## config.mk

```make
export PLATFORM = sky130hd
export DESIGN_NAME = gpio_lockbank_top
export DESIGN_NICKNAME = d
export VERILOG_FILES = /design/src/rtl/gpio_regs_pkg.sv /design/src/rtl/gpio_sync.sv /design/src/rtl/gpio_pw_fsm.sv /design/src/rtl/gpio_bank_regs.sv /design/src/rtl/gpio_lockbank_top.sv
export SDC_FILE = /design/constraint.sdc
export NUM_CORES = 1
export LEC_CHECK = 0
export ABC_AREA = 1
export BUFFER_PORTS_ARGS = -buffer_cell sky130_fd_sc_hd__buf_2
export CORE_MARGIN = 5
export CORE_UTILIZATION = 47
export CTS_CLUSTER_SIZE = 12
export DETAILED_ROUTE_END_ITERATION = 8
export PLACE_DENSITY = 0.69
export SKIP_LAST_GASP = 1
export SLEW_MARGIN = 20
export SYNTH_ARGS = -nofsm -noshare
export SYNTH_HDL_FRONTEND = slang
export SYNTH_SLANG_ARGS = --single-unit
```

## constraint.sdc

```tcl
create_clock -name clk -period 3.82 [get_ports clk]
set_clock_uncertainty 0.15 [all_clocks]
set_input_delay 0.955 -clock clk [delete_from_list [all_inputs] [get_ports clk]]
set_output_delay 0.955 -clock clk [all_outputs]
set_load 0.01 [all_outputs]
```

## src/rtl/gpio_regs_pkg.sv

```systemverilog
package gpio_regs_pkg;
    localparam int ADDR_W    = 9;
    localparam int BANK_W    = 32;
    localparam int BIT_IDX_W = $clog2(BANK_W);
    localparam int MAX_BANKS = 8;

    // word-address groups (addr[8:3]) and pin-control window
    localparam logic [5:0] GRP_OUT  = 6'h00;
    localparam logic [5:0] GRP_IN   = 6'h01;
    localparam logic [5:0] GRP_SET  = 6'h02;
    localparam logic [5:0] GRP_CLR  = 6'h03;
    localparam logic [5:0] GRP_LOCK = 6'h28;
    localparam logic [ADDR_W-1:0] ADDR_KEY   = 9'h148;
    localparam logic [ADDR_W-1:0] CTL_FIRST  = 9'h040;
    localparam logic [ADDR_W-1:0] CTL_LAST   = 9'h13F;
    localparam logic [31:0]       UNLOCK_KEY = 32'h00A5_A501;

    typedef enum logic {PW_IDLE, PW_ARMED} pw_state_t;
endpackage

```

## src/rtl/gpio_sync.sv

```systemverilog
module gpio_sync #(
    parameter int W = 32
) (
    input  logic         clk,
    input  logic         rst_n,
    input  logic [W-1:0] d_async,
    output logic [W-1:0] q_sync
);
    logic [W-1:0] stage1;

    always_ff @(posedge clk or negedge rst_n) begin
        if (!rst_n) begin
            stage1 <= '0;
            q_sync <= '0;
        end else begin
            stage1 <= d_async;
            q_sync <= stage1;
        end
    end
endmodule

```

## src/rtl/gpio_pw_fsm.sv

```systemverilog
module gpio_pw_fsm
    import gpio_regs_pkg::*;
(
    input  logic clk,
    input  logic rst_n,
    input  logic bus_we,
    input  logic key_hit,   // write address is key register and data matches
    output logic armed
);
    pw_state_t state_q, state_d;

    always_ff @(posedge clk or negedge rst_n) begin
        if (!rst_n) state_q <= PW_IDLE;
        else        state_q <= state_d;
    end

    always_comb begin
        state_d = state_q;
        unique case (state_q)
            PW_IDLE:  if (bus_we && key_hit) state_d = PW_ARMED;               // arm
            PW_ARMED: if (bus_we) state_d = key_hit ? PW_ARMED : PW_IDLE;      // re-arm / disarm / consume
            default:  state_d = PW_IDLE;
        endcase
    end

    always_comb begin
        armed = (state_q == PW_ARMED);
    end

    assert_arm_needs_key_R7: assert property (@(posedge clk) disable iff (!rst_n)
        $rose(armed) |-> $past(bus_we && key_hit));
    assert_disarm_needs_write_R8: assert property (@(posedge clk) disable iff (!rst_n)
        $fell(armed) |-> $past(bus_we));
endmodule

```

## src/rtl/gpio_bank_regs.sv

```systemverilog
module gpio_bank_regs
    import gpio_regs_pkg::*;
(
    input  logic                 clk,
    input  logic                 rst_n,
    input  logic                 ctl_we,
    input  logic [BIT_IDX_W-1:0] ctl_bit,
    input  logic                 ctl_dir,
    input  logic                 set_we,
    input  logic                 clr_we,
    input  logic                 lock_we,
    input  logic [BANK_W-1:0]    wdata,
    output logic [BANK_W-1:0]    dir_q,
    output logic [BANK_W-1:0]    out_q,
    output logic [BANK_W-1:0]    lock_q
);
    logic [BANK_W-1:0] open_bits;
    assign open_bits = wdata & ~lock_q;

    always_ff @(posedge clk or negedge rst_n) begin
        if (!rst_n) begin
            dir_q  <= '1;
            out_q  <= '0;
            lock_q <= '1;
        end else begin
            if (lock_we) lock_q <= wdata;
            if (ctl_we && !lock_q[ctl_bit]) dir_q[ctl_bit] <= ctl_dir;
            if (set_we) out_q <= out_q | open_bits;
            else if (clr_we) out_q <= out_q & ~open_bits;
        end
    end

    assert_locked_dir_hold_R9: assert property (@(posedge clk) disable iff (!rst_n)
        ((dir_q ^ $past(dir_q)) & $past(lock_q)) == '0);
    assert_locked_out_hold_R9: assert property (@(posedge clk) disable iff (!rst_n)
        ((out_q ^ $past(out_q)) & $past(lock_q)) == '0);
    assert_set_no_clear_R4: assert property (@(posedge clk) disable iff (!rst_n)
        $past(set_we) |-> ((out_q & $past(out_q)) == $past(out_q)));
endmodule

```

## src/rtl/gpio_lockbank_top.sv

```systemverilog
module gpio_lockbank_top
    import gpio_regs_pkg::*;
#(
    parameter int NUM_BANKS = 2
) (
    input  logic                        clk,
    input  logic                        rst_n,
    input  logic [8:0]                  bus_addr,
    input  logic                        bus_we,
    input  logic [31:0]                 bus_wdata,
    output logic [31:0]                 bus_rdata,
    input  logic [NUM_BANKS*BANK_W-1:0] pad_in,
    output logic [NUM_BANKS*BANK_W-1:0] pad_out,
    output logic [NUM_BANKS*BANK_W-1:0] pad_oe
);
    localparam int NPINS = NUM_BANKS * BANK_W;

    logic [5:0]                 grp;
    logic [2:0]                 bidx;
    logic                       is_ctl;
    logic [ADDR_W-1:0]          ctl_pin;
    logic [2:0]                 cbank;
    logic [BIT_IDX_W-1:0]       cbit;
    logic                       key_hit, armed;
    logic [NPINS-1:0]           in_sync;
    logic [NUM_BANKS-1:0][31:0] dir_q, out_q, lock_q, in_q;
    logic [NUM_BANKS-1:0]       ctl_we, set_we, clr_we, lock_we;

    assign grp     = bus_addr[8:3];
    assign bidx    = bus_addr[2:0];
    assign is_ctl  = (bus_addr >= CTL_FIRST) && (bus_addr <= CTL_LAST);
    assign ctl_pin = bus_addr - CTL_FIRST;
    assign cbank   = ctl_pin[7:5];
    assign cbit    = ctl_pin[4:0];
    assign key_hit = (bus_addr == ADDR_KEY) && (bus_wdata == UNLOCK_KEY);

    gpio_pw_fsm u_pw (
        .clk(clk), .rst_n(rst_n), .bus_we(bus_we), .key_hit(key_hit), .armed(armed)
    );

    gpio_sync #(.W(NPINS)) u_sync (
        .clk(clk), .rst_n(rst_n), .d_async(pad_in), .q_sync(in_sync)
    );

    for (genvar b = 0; b < NUM_BANKS; b++) begin : g_bank
        assign ctl_we[b]  = bus_we && is_ctl && (cbank == 3'(b));
        assign set_we[b]  = bus_we && (grp == GRP_SET)  && (bidx == 3'(b));
        assign clr_we[b]  = bus_we && (grp == GRP_CLR)  && (bidx == 3'(b));
        assign lock_we[b] = bus_we && armed && (grp == GRP_LOCK) && (bidx == 3'(b));
        assign in_q[b]    = in_sync[b*BANK_W +: BANK_W];

        gpio_bank_regs u_regs (
            .clk(clk), .rst_n(rst_n),
            .ctl_we(ctl_we[b]), .ctl_bit(cbit), .ctl_dir(bus_wdata[0]),
            .set_we(set_we[b]), .clr_we(clr_we[b]), .lock_we(lock_we[b]),
            .wdata(bus_wdata),
            .dir_q(dir_q[b]), .out_q(out_q[b]), .lock_q(lock_q[b])
        );

        assign pad_out[b*BANK_W +: BANK_W] = out_q[b];
        assign pad_oe[b*BANK_W +: BANK_W]  = ~dir_q[b];

        assert_lock_needs_arm_R7: assert property (@(posedge clk) disable iff (!rst_n)
            (lock_q[b] != $past(lock_q[b])) |->
                $past(armed && bus_we && bus_addr == (9'h140 + 9'(b))));
    end

    always_comb begin
        bus_rdata = '0;
        for (int b = 0; b < NUM_BANKS; b++) begin
            if (is_ctl && cbank == 3'(b))              bus_rdata = {31'b0, dir_q[b][cbit]};
            else if (grp == GRP_OUT  && bidx == 3'(b)) bus_rdata = out_q[b];
            else if (grp == GRP_IN   && bidx == 3'(b)) bus_rdata = in_q[b];
            else if (grp == GRP_LOCK && bidx == 3'(b)) bus_rdata = lock_q[b];
        end
    end

    assert_bank_sel_onehot_R2: assert property (@(posedge clk) disable iff (!rst_n)
        $onehot0({ctl_we, set_we, clr_we, lock_we}));
endmodule

```

After elaboration in Yosys (flattened, before gate mapping):

Index checks and enable logic that the tools add are counted.

* multipliers: 0
* reductions and logical operators: 34
* equality and inequality tests: 8
* divide/modulo/power cells: 0
* magnitude comparators: 4
* shifts and indexed selects: 0
* bitwise gates (word level): 13
* muxes and demuxes: 28
* add/subtract/negate cells: 1

Operators by type and width (count)
* 32-bit two-way mux: 12
* 32-bit NOT: 6
* 32-bit AND: 4
* 32-bit bitwise mux: 2
* 32-bit OR: 2
* 32-bit by 24-bit equality test with 1-bit output (second input constant): 1
* 1-bit logical AND: 27
* 1-bit binary-select mux with 5-bit select: 4
* 6-bit by 2-bit equality test with 1-bit output (second input constant): 2
* 9-bit equality test (second input constant): 1
* 9-bit by 7-bit greater-or-equal comparator with 1-bit output (second input constant): 1
* 9-bit less-or-equal comparator (second input constant): 1
* 1-bit two-way mux: 8
* 8-bit by 7-bit subtractor with 8-bit output (second input constant): 1
* 3-bit by 1-bit equality test with 1-bit output (second input constant): 2
* 6-bit by 1-bit equality test with 1-bit output (second input constant): 1
* 6-bit equality test (second input constant): 1
* 3-bit zero test: 2
* 6-bit zero test: 1
* 5-bit by 6-bit < comparator with 1-bit output (second input constant): 1
* 1-bit demux with 5-bit select: 1
* 5-bit by 1-bit greater-or-equal comparator with 1-bit output (second input constant): 1
* 2-bit nonzero test: 2
* 1-bit zero test: 2
* other kinds (2): 2

* memories: 0
* memory bits (read-only): 0
* bits in latches: 0
* bits in registers: 321
* output and inout bits: 160
* bits of input ports: 108
* memory bits (writable): 0
* logic and storage cells: 97

Logic depth before layout (Yosys ltp):

Gate-level depths: netlist (run 1).

* depth in word-level cells: 10
* mapped depth: 15
* mapped depth without buffers: 13

Hierarchy:

From an unflattened synthesis (run 1), not the netlist that was laid out.

* cells, all modules: 1975
* area total of the unflattened synthesis: 15875.2 um2

Modules (own cells, without submodules)
* gpio_bank_regs at g_bank[0].u_regs: instances 1, area each 4911.0 um2, sequential area each 2482.4 um2, cells each 621
* gpio_bank_regs at g_bank[1].u_regs: instances 1, area each 4890.9 um2, sequential area each 2482.4 um2, cells each 621
* gpio_sync: instances 1, area each 3203.1 um2, sequential area each 3203.1 um2, cells each 128
* gpio_lockbank_top: instances 1, area each 2830.2 um2, sequential area each 0.0 um2, cells each 600
* gpio_pw_fsm: instances 1, area each 40.0 um2, sequential area each 25.0 um2, cells each 5

Worst setup path after synthesis (run 1):

OpenSTA, ideal clock, no wires.

* kind: input to output
* from: input bus_addr[3]
* to: output bus_rdata[10]
* cell stages on the path: 10
* setup slack: 296 ps
* arrival: 2419 ps
* path buffers: 3
* data required time: 2715 ps
* cells stage by stage: clkbuf_2 > nor2_2 > nand2_2 > nor2_2 > nand2_1 > buf_2 > buf_2 > o2111ai_1 > o21ai_1 > a22oi_1

* longest elaborated chain between the ends: 10
* elaborated cells between the ends (all ways): 25
* classes of those cells: 1 x add/sub; 2 x order compare; 3 x eq/ne; 8 x mux; 11 x reduce/logical

Ends and longest elaborated chain
* start: declaration: RTL line gpio_lockbank_top.sv:8 `input logic [8:0] bus_addr,`
* branches (longest 9 deep; another with 8-bit by 7-bit subtractor with 8-bit output)
* 32-bit two-way mux (*): RTL line gpio_lockbank_top.sv:71 `if (is_ctl && cbank == 3'(b)) bus_rdata = {31'b0, dir_q[b][cbit]};`
* end: declaration: RTL line gpio_lockbank_top.sv:11 `output logic [31:0] bus_rdata,`

Mark *: on every way between the ends.

Final worst setup path (run 1):

* from: input bus_addr[0]
* to: output bus_rdata[8]

* longest elaborated chain between the ends: 10
* elaborated cells between the ends (all ways): 24
* classes of those cells: 1 x add/sub; 2 x order compare; 2 x eq/ne; 8 x mux; 11 x reduce/logical

Ends and longest elaborated chain (RTL line)
* branches (longest 9 deep; another with 8-bit by 7-bit subtractor with 8-bit output)
* 32-bit two-way mux (*): gpio_lockbank_top.sv:71

Marked as above.

==> results of run 1 <==
## power by group through the flow
stage / Clock [mW] / Combinational [mW] / Sequential, mW
floorplan: 0 / 0.235 / 3.64
global placement: 0 / 0.568 / 3.65
detailed placement: 0 / 0.575 / 3.66
CTS: 3.53 / 0.579 / 3.60
global route: 3.68 / 0.640 / 3.61
finish: 3.47 / 0.590 / 3.60
## critical path: cells and delay by family
| family | cells | cell delay [ns] |
|---|---|---|
| AND/OR/NAND/NOR | 5 | 0.52 |
| buffers and inverters | 5 | 0.70 |
| AO/OA/AOI/OAI | 2 | 0.45 |
## cell families (layout without fill, tap and decap cells)
logic type	after synthesis	after routing	share of synthesized area (%)
other cells	0	2	0
mux	5	5	0.336
flops	321	321	55.0
buf+inv	294	625	8.28
fa+ha+maj	2	2	0.168
simple gates	817	817	24.8
compound gates	307	307	11.5
## layer usage
| layer | GRT usage, % | up-vias | share of wire [%] |
|---|---|---|---|
| met5 | 0 | - | 0.029 |
| met4 | 14.8 | 4 | 6.0 |
| met3 | 7.24 | 182 | 9.5 |
| met2 | 46.1 | 788 | 46 |
| met1 | 37.0 | 6660 | 39 |
| li1 | - | 6400 | - |
## Yosys cell counts (all sizes together), types with 2 or more instances
cell     instances
a31oi            2
dfrtp          193
buf             60
o22ai           39
nand3           82
nor2           122
a21oi           75
mux2i            5
nand4          114
nand2          460
o2111ai         13
clkbuf          38
dfstp          128
o211ai          15
o21ai          151
nor3            29
a22oi            9
inv            196
nor4             8
ha               2
## what timing repair did
action                                  4_1_cts  5_1_grt
gates resized for setup                       1       27
endpoints found under the setup margin        4       28
pin swaps                                     0        5
hold endpoints to repair                      0        0
buffers inserted                              0        2
## stage by stage
step / utilization, % / cells
after global placement: 54.7 / 2411
final: 58.9 / 2481
after global routing: 58.9 / 2480
after detailed placement: 54.7 / 2411
after CTS: 58.5 / 2477
after floorplan: - / 1746
## final cells by class
type | count | share of cell area (%)
Antenna cell | 2 | 0.0271
Clock buffer | 56 | 5.60
Clock inverter | 10 | 0.873
Inverter | 196 | 3.98
Multi-Input combinational cell | 1131 | 30.1
Sequential cell | 321 | 44.3
Tap cell | 402 | 2.72
Timing Repair Buffer | 363 | 12.4
## worst paths after layout
check | from | endpoint | slack (ns) | cells past startpoint
min | u_sync.stage1[28] | u_sync.q_sync[28] | 0.19 | 0
max in group asynchronous | rst_n | g_bank[0].u_regs.lock_q[24] | 2.27 | 2
min reg2reg | u_sync.stage1[28] | u_sync.q_sync[28] | 0.19 | 0
min in group asynchronous | rst_n | async pin | 0.29 | 1
max reg2reg | g_bank[1].u_regs.lock_q[19] | g_bank[1].u_regs.dir_q[13] | 1.80 | 10
max | bus_addr[0] | bus_rdata[8] | 0.09 | 12
==> flow_metrics.py, run 1 <==
metrics = {
    "clock_network": {
        "cts-root-buf": "clkbuf_16",
        "clock_path_buffers": 3,
        "clock_sinks": 321,
        "h-tree-depth": 2,
        "cts_buffers": 36,
        "cts_tree": "built",
        "holdBufCountCts": 0,
        "clkLatencyLatePin_ns": 0.55,
        "clk_pin_slew_ns": 0.06,
    },
    "die": {
        "die_h_um": 188,
        "num_rows": 65,
        "start_util_pct": 47.5,
        "ios": 268,
        "core_um2": 31400,
        "die_area_um2": 35400,
        "die_w_um": 188,
    },
    "timing": {
        "finalSetupTns_ns": 0,
        "layout_min_cycle_time_ns": 3.73,
        "tightest_slew_ns": 0.760,
        "timing.final.ws_setup_ns": 0.0905,
        "slew_violations": 0,
        "finalHoldViolCount": 0,
        "fin_hold_ws_ns": 0.188,
        "period_share_pct": 97.6,
        "relSlewSlack_pct": 49.2,
        "setup_viol": 0,
        "rsz0062_at_grt": "true",
        "max_freq_mhz": 268,
    },
    "finish": {
        "final_common_cell": "nand2_1",
        "nets": 2159,
        "fill_cells": 2761,
        "final_area_um2": 18500,
        "seq_area_um2": 8190,
        "layout_common_cells": "452 x nand2_1, 266 x buf_2, 193 x dfrtp_1",
        "syn_to_final_growth_pct": 24.1,
        "multi_input_area_um2": 5570,
        "drive_gt1_share_pct": 29.4,
    },
    "power_and_ir_drop": {
        "clockPowerShare_pct": 45.3,
        "leakagePower_nw": 8.31,
        "p_total_mw": 7.66,
        "p_seq_share_pct": 47.0,
        "swShare_pct": 25.0,
        "combPwrFrac_pct": 7.7,
        "p_int_mw": 5.75,
        "powerDensity_nw_per_um2": 414,
        "peakVddDrop_v": 0.000348,
        "p_sw_mw": 1.92,
    },
    "logic_synthesis": {
        "syn_avg_cell_area_um2": 8.54,
        "yosysSeqAreaShare_pct": 55.0,
        "synth_cells": 1746,
        "synth-seq-cells": 321,
        "async_flop_share_pct": 100,
        "yosysUniqueCellTypes": 36,
        "synth_area_leaders": "dfrtp_1 32%, dfstp_2 23%, nand2_1 11%, nand4_1 4.8%, inv_1 4.7%",
        "ys.flop_type": "dfrtp_1",
        "synth.cell_area_um2": 14900,
        "yosys.area.top_type": "dfrtp_1",
        "synth-edff-count": 0,
        "synth_nets": 1856,
        "yosysWarningCount": 0,
        "synth_top_cell_area_share_pct": 32.4,
    },
    "placement": {
        "hpwl_mm": 37.0,
        "gp_congestion": 1.00,
        "io_buffers": 267,
        "dp_slack_ns": -0.00765,
        "place_area_um2": 17200,
    },
    "worst_setup_path": {
        "critPathLaunchType": "input pin",
        "cp-end-kind": "output pin",
        "critPathArrivalTime_ns": 2.62,
        "critical-path-max-stage-delay_ns": 0.27,
        "slowest_stage": "a22oi_1",
        "path_cells": "buf_2 -> inv_2 -> nand2_2 -> nor2_2 -> inv_2 -> nor2_2 -> buf_6 -> nand2_1 -> nand4_1 -> o21ai_0 -> a22oi_1 -> buf_2",
        "critPathRequiredTime_ns": 2.71,
        "worst-path-max-fanout": 9,
        "crit_type": "input pin to output pin",
    },
    "global_route": {
        "grt_max_degree": 93,
        "grt_pass1_wl_mm": 80.6,
        "grt_overflow": 0,
        "grt_pass1_vias": 13800,
        "antenna_found_initial": 3,
        "track_usage_pct": 29.0,
    },
    "drt": {
        "drt_first_pass_iters": 7,
        "wl_per_cell_um": 21.2,
        "num_vias": 14000,
        "dr.first_iter.drc_count": 1353,
        "remaining_drc_errors": 0,
        "wl_mm": 52.6,
        "drtAntennaViolNets": 0,
        "viasPerCell": 5.66,
    },
    "run_status": {
        "status": "finished clean",
    },
    "run": {
        "cap_violations": 0,
    },
    "min_path": {
        "hold_class": "flip-flop to flip-flop",
    },
}
Power figures use the tool's default switching activity.
==> inputs of run 2 (changes only) <==
--- a/config.mk
+++ b/config.mk
@@ -9,8 +9,10 @@
 export BUFFER_PORTS_ARGS = -buffer_cell sky130_fd_sc_hd__buf_2
 export CORE_MARGIN = 5
 export CORE_UTILIZATION = 47
+export CTS_BUF_LIST = sky130_fd_sc_hd__clkbuf_2 sky130_fd_sc_hd__clkbuf_4 sky130_fd_sc_hd__clkbuf_8
 export CTS_CLUSTER_SIZE = 12
 export DETAILED_ROUTE_END_ITERATION = 8
+export MAX_ROUTING_LAYER = met4
 export PLACE_DENSITY = 0.69
 export SKIP_LAST_GASP = 1
 export SLEW_MARGIN = 20
==> flow_metrics.py, run 2 (synthesized netlist as in run 1, its figures left out) <==
metrics = {
    "clock_network": {
        "cts_tree": "built",
        "cts_buffers": 53,
        "clkLatencyLatePin_ns": 0.60,
        "clock_path_buffers": 3,
        "clock_sinks": 321,
        "h-tree-depth": 2,
        "holdBufCountCts": 0,
        "cts-root-buf": "clkbuf_8",
        "clk_pin_slew_ns": 0.06,
    },
    "global_route": {
        "antenna_found_initial": 4,
        "grt_overflow": 0,
        "grt_max_degree": 87,
        "grt_pass1_vias": 14100,
        "grt_pass1_wl_mm": 80.9,
        "track_usage_pct": 29.9,
    },
    "die": {
        "core_um2": 31400,
        "die_area_um2": 35400,
        "die_h_um": 188,
        "ios": 268,
        "die_w_um": 188,
        "num_rows": 65,
        "start_util_pct": 47.5,
    },
    "worst_setup_path": {
        "path_cells": "buf_2 -> nor2_4 -> nand2_2 -> nor2_4 -> nand2_2 -> nor2_4 -> buf_4 -> nand2_1 -> nand4_1 -> o211ai_1 -> a21oi_1 -> buf_2",
        "slowest_stage": "nor2_4",
        "cpMostUsedCell": "nor2_4",
        "cp.depth": 12,
        "critPathLaunchType": "input pin",
        "cp-end-kind": "output pin",
        "r2r_start": "g_bank[1].u_regs.lock_q[19]",
        "worst-path-buf-inv": 3,
        "r2r_cells": 10,
        "critical-path-max-stage-delay_ns": 0.25,
        "crit_type": "input pin to output pin",
        "r2r-end": "g_bank[1].u_regs.dir_q[14]",
        "rrSetupSlack_ns": 1.83,
        "cp_top_family": "simple AND/OR/NAND/NOR gates",
        "worst-path-max-fanout": 4,
        "critPathRequiredTime_ns": 2.71,
        "critPathArrivalTime_ns": 2.72,
    },
    "finish": {
        "stdcell_count": 2523,
        "final_area_um2": 18500,
        "syn_to_final_growth_pct": 24.1,
        "layout_common_cells": "451 x nand2_1, 266 x buf_2, 193 x dfrtp_1",
        "postLayoutCoreUtil_pct": 58.9,
        "nets": 2183,
        "final_common_cell": "nand2_1",
        "drive_gt1_share_pct": 31.3,
    },
    "drt": {
        "drtAntennaViolNets": 0,
        "num_vias": 14200,
        "viasPerCell": 5.63,
        "wl_per_cell_um": 20.8,
        "drt_first_pass_iters": 6,
        "dr.first_iter.drc_count": 1347,
        "wl_mm": 52.5,
        "remaining_drc_errors": 0,
    },
    "run_status": {
        "violations": "negative setup slack",
        "status": "finished with violations",
    },
    "power_and_ir_drop": {
        "powerDensity_nw_per_um2": 403,
        "peakVddDrop_v": 0.000270,
        "leakagePower_nw": 8.37,
    },
    "timing": {
        "tightest_slew_ns": 0.763,
        "setup_viol": 1,
        "layout_min_cycle_time_ns": 3.82,
        "slew_violations": 0,
        "finalHoldViolCount": 0,
        "period_share_pct": 100,
        "timing.final.ws_setup_ns": -0.00363,
        "fin_hold_ws_ns": 0.192,
        "relSlewSlack_pct": 49.1,
        "rsz0062_at_grt": "true",
        "max_freq_mhz": 262,
        "finalSetupTns_ns": -0.00363,
    },
    "min_path": {
        "whs_path_depth": 0,
        "hp-start": "u_sync.stage1[3]",
        "hold_end": "u_sync.q_sync[3]",
        "hold_class": "flip-flop to flip-flop",
    },
    "placement": {
        "io_buffers": 267,
        "gp_congestion": 0.960,
        "dp_cells": 2417,
        "hpwl_mm": 37.1,
        "place_area_um2": 17200,
    },
    "run": {
        "cap_violations": 0,
    },
}
==> run 2: cell types whose count changed in the layout (fill, tap and decap cells not counted), sizes merged <==
cell	previous run	this run
clkinv	8	7
bufinv	2	1
clkinvlp	0	2
clkbuf	56	88
diode	2	5
buf	363	370
==> run 2: how the worst max path moves through the flow <==
stage,from,end,slack [ns]
finish,bus_addr[7],bus_rdata[31],-0.004
global route,bus_addr[7],bus_rdata[9],-0.05
CTS,bus_addr[8],bus_rdata[20],0.03
detailed placement,bus_addr[8],bus_rdata[20],-0.03
global placement,bus_addr[8],bus_rdata[8],-0.02
floorplan,bus_addr[3],bus_rdata[10],0.30
==> run 2: what timing repair did <==
item / in CTS / in global routing
setup buffers: 0 / 1
endpoints found under the setup margin: 5 / 25
cloned: 0 / 2
pin swaps: 0 / 6
resized for setup: 1 / 31
==> run 2: layout make-up <==
type / count / area [um^2]
fill: 2795 / 12900
clock inverter: 10 / 92.6
inverter: 196 / 739
sequential: 321 / 8190
antenna: 5 / 12.5
clock buffer: 88 / 1070
tap: 402 / 503
timing repair buffer: 370 / 2300
multi-input combinational: 1131 / 5580
==> run 2: routing by layer <==
metal | GRT usage, % | up-vias | part of all wire (%)
met5 | - | - | 0
met4 | 14.0 | 0 | 5.6
met3 | 5.10 | 174 | 9.0
met2 | 46.6 | 798 | 46
met1 | 38.2 | 6772 | 39
li1 | - | 6454 | -
==> run 2: per-stage QoR <==
stage                     worst slack (ns)  total power [mW]
after floorplan                      0.296              3.88
after global placement             -0.0192              4.22
after detailed placement           -0.0300              4.23
after CTS                           0.0323              7.49
after global routing               -0.0508              7.74
final                             -0.00363              7.45
==> run 2: where the power goes <==
group / total [mW] / leakage [nW] / switching, mW / internal (mW)
combinational: 0.589 / 4.08 / 0.409 / 0.180
clock: 3.26 / 0.625 / 1.41 / 1.85
sequential: 3.60 / 3.66 / 0.0650 / 3.54
total: 7.45 / 8.37 / 1.89 / 5.56
==> inputs of run 3 (changes only) <==
--- a/config.mk
+++ b/config.mk
@@ -6,7 +6,7 @@
 export NUM_CORES = 1
 export LEC_CHECK = 0
 export ABC_AREA = 1
-export BUFFER_PORTS_ARGS = -buffer_cell sky130_fd_sc_hd__buf_2
+export BUFFER_PORTS_ARGS = -buffer_cell sky130_fd_sc_hd__buf_4
 export CORE_MARGIN = 5
 export CORE_UTILIZATION = 47
 export CTS_BUF_LIST = sky130_fd_sc_hd__clkbuf_2 sky130_fd_sc_hd__clkbuf_4 sky130_fd_sc_hd__clkbuf_8
@@ -15,7 +15,6 @@
 export MAX_ROUTING_LAYER = met4
 export PLACE_DENSITY = 0.69
 export SKIP_LAST_GASP = 1
-export SLEW_MARGIN = 20
 export SYNTH_ARGS = -nofsm -noshare
 export SYNTH_HDL_FRONTEND = slang
 export SYNTH_SLANG_ARGS = --single-unit
==> constraint.sdc (replaced) <==
create_clock -name clk -period 3.82 [get_ports clk]
set_clock_uncertainty 0.15 [all_clocks]
set_input_delay 0.955 -clock clk [delete_from_list [all_inputs] [get_ports clk]]
set_output_delay 0.955 -clock clk [all_outputs]
set_load 0.05 [all_outputs]
==> flow_metrics.py, run 3 (synthesized netlist as in run 1, its figures left out) <==
metrics = {
    "timing": {
        "max_freq_mhz": 267,
        "layout_min_cycle_time_ns": 3.74,
        "slew_violations": 0,
        "relSlewSlack_pct": 53.5,
        "timing.final.ws_setup_ns": 0.0766,
        "finalHoldViolCount": 0,
        "fin_hold_ws_ns": 0.170,
        "period_share_pct": 98.0,
        "rsz0062_at_grt": "true",
        "tightest_slew_ns": 0.697,
        "setup_viol": 0,
    },
    "placement": {
        "io_buffers": 267,
        "dp_slack_ns": 0.0335,
        "hpwl_mm": 37.2,
        "gp_congestion": 0.979,
        "place_area_um2": 18000,
    },
    "power_and_ir_drop": {
        "leakagePower_nw": 8.69,
        "powerDensity_nw_per_um2": 403,
        "peakVddDrop_v": 0.000283,
    },
    "finish": {
        "antennaDiodeCount": 0,
        "nets": 2187,
        "syn_to_final_growth_pct": 30.6,
        "final_common_cell": "nand2_1",
        "layout_common_cells": "449 x nand2_1, 338 x buf_4, 193 x dfrtp_1",
        "multi_input_area_um2": 5670,
        "fill_cells": 2727,
        "drive_gt1_share_pct": 32.5,
        "final_area_um2": 19500,
        "seq_area_um2": 8190,
        "postLayoutCoreUtil_pct": 62.0,
    },
    "global_route": {
        "grt_pass1_wl_mm": 81.0,
        "grt_pass1_vias": 13800,
        "track_usage_pct": 30.0,
        "grt_overflow": 0,
        "grt_max_degree": 86,
        "antenna_found_initial": 0,
    },
    "worst_setup_path": {
        "critical-path-max-stage-delay_ns": 0.21,
        "crit_type": "input pin to output pin",
        "worst-path-buf-inv": 5,
        "critPathArrivalTime_ns": 2.64,
        "cp_top_family": "buffers and inverters",
        "cp.depth": 12,
        "critPathRequiredTime_ns": 2.71,
        "worst-path-max-fanout": 14,
        "cp-end-kind": "output pin",
        "r2r_cells": 11,
        "cpMostUsedCell": "buf_4",
        "path_cells": "buf_4 -> nor2_2 -> buf_4 -> nand3_1 -> nor2_2 -> buf_12 -> buf_4 -> nand2_1 -> o2111ai_1 -> o211ai_1 -> a21oi_2 -> buf_6",
        "slowest_stage": "a21oi_2",
        "critPathLaunchType": "input pin",
    },
    "drt": {
        "drtAntennaViolNets": 0,
        "wl_met1_mm": 20.7,
        "viasPerCell": 5.55,
        "drt_first_pass_iters": 5,
        "num_vias": 14000,
        "highest_layer": "met4",
        "remaining_drc_errors": 0,
        "wl_per_cell_um": 20.6,
        "route.met3.wl_mm": 4.27,
        "wl_mm": 52.1,
        "dr.first_iter.drc_count": 1272,
        "wl_met2_mm": 25.0,
    },
    "die": {
        "die_area_um2": 35400,
        "ios": 268,
        "core_um2": 31400,
        "die_h_um": 188,
        "num_rows": 65,
        "start_util_pct": 47.5,
        "die_w_um": 188,
    },
    "clock_network": {
        "clock_sinks": 321,
        "clkLatencyLatePin_ns": 0.61,
        "cts_buffers": 54,
        "clock_path_buffers": 3,
        "cts_tree": "built",
        "clk_pin_slew_ns": 0.06,
        "h-tree-depth": 2,
        "holdBufCountCts": 0,
        "cts-root-buf": "clkbuf_8",
    },
    "min_path": {
        "hold_class": "input pin to async pin",
    },
    "run": {
        "cap_violations": 0,
    },
    "run_status": {
        "status": "finished clean",
    },
}
run 3: cell types whose count changed in the layout (fill, tap and decap cells not counted), moves of 3 or more:
cell,previous run,this run
buf_12,12,18
clkbuf_8,66,70
a22oi_2,0,4
buf_2,266,0
buf_6,6,13
buf_4,84,338
diode_2,5,0
a21oi_2,1,14
a22oi_1,9,5
clkinv_2,6,3
a21oi_1,74,61
run 3: worst paths after layout:
kind / startpoint / endpoint / slack [ns]
setup reg to reg: g_bank[0].u_regs.lock_q[29] / g_bank[0].u_regs.dir_q[14] / 1.77
setup / recovery: bus_addr[3] / bus_rdata[24] / 0.08
hold / removal: rst_n / u_sync.stage1[19] / 0.17
min in group clk: u_sync.stage1[15] / u_sync.q_sync[15] / 0.19
max in group asynchronous: rst_n / g_bank[1].u_regs.lock_q[4] / 2.37
hold reg to reg: u_sync.stage1[15] / u_sync.q_sync[15] / 0.19
run 3: cell type report:
type                    count  share of cell area (%)
flip-flops and latches    321                    42.1
multi-input cells        1131                    29.1
repair buffers            373                    16.0
clock buffers              94                    5.87
inverters                 196                    3.78
well taps                 402                    2.58
clock inverters             7                   0.553
run 3: worst register-to-register path: stages (launching register included):
cell     delay (ns)
dfstp_2        0.55
inv_1          0.08
o21ai_0        0.32
o21ai_1        0.12
nand2_1        0.09
nand2_1        0.06
nand2_1        0.10
nor2_4         0.05
buf_12         0.19
nand3_1        0.14
nand2_1        0.06
nand2_1        0.07
run 3: where the power goes:
part           leakage, nW  internal (mW)  switching, mW
combinational         4.37          0.242          0.552
sequential            3.66           3.54         0.0661
clock                0.668           2.02           1.42
run 3: metal layers:
metal	GRT usage [%]	vias up
met5	-	-
met4	11.6	0
met3	4.86	133
met2	48.2	713
met1	38.4	6706
li1	-	6468
run 3: stage by stage:
| stage | setup TNS, ns | instances | total power [mW] |
|---|---|---|---|
| 6_report | 0 | 2524 | 7.84 |
| 3_3_place_gp | 0 | 2418 | 4.43 |
| 5_1_grt | -0.0114 | 2524 | 8.13 |
| 4_1_cts | 0 | 2519 | 7.88 |
| 2_1_floorplan | -1.27 | 1746 | 4.02 |
| 3_5_place_dp | 0 | 2418 | 4.43 |
run 3: what timing repair did:
action	CTS	global route
endpoints found under the setup margin	0	31
setup buffers	0	4
resized for setup	0	40
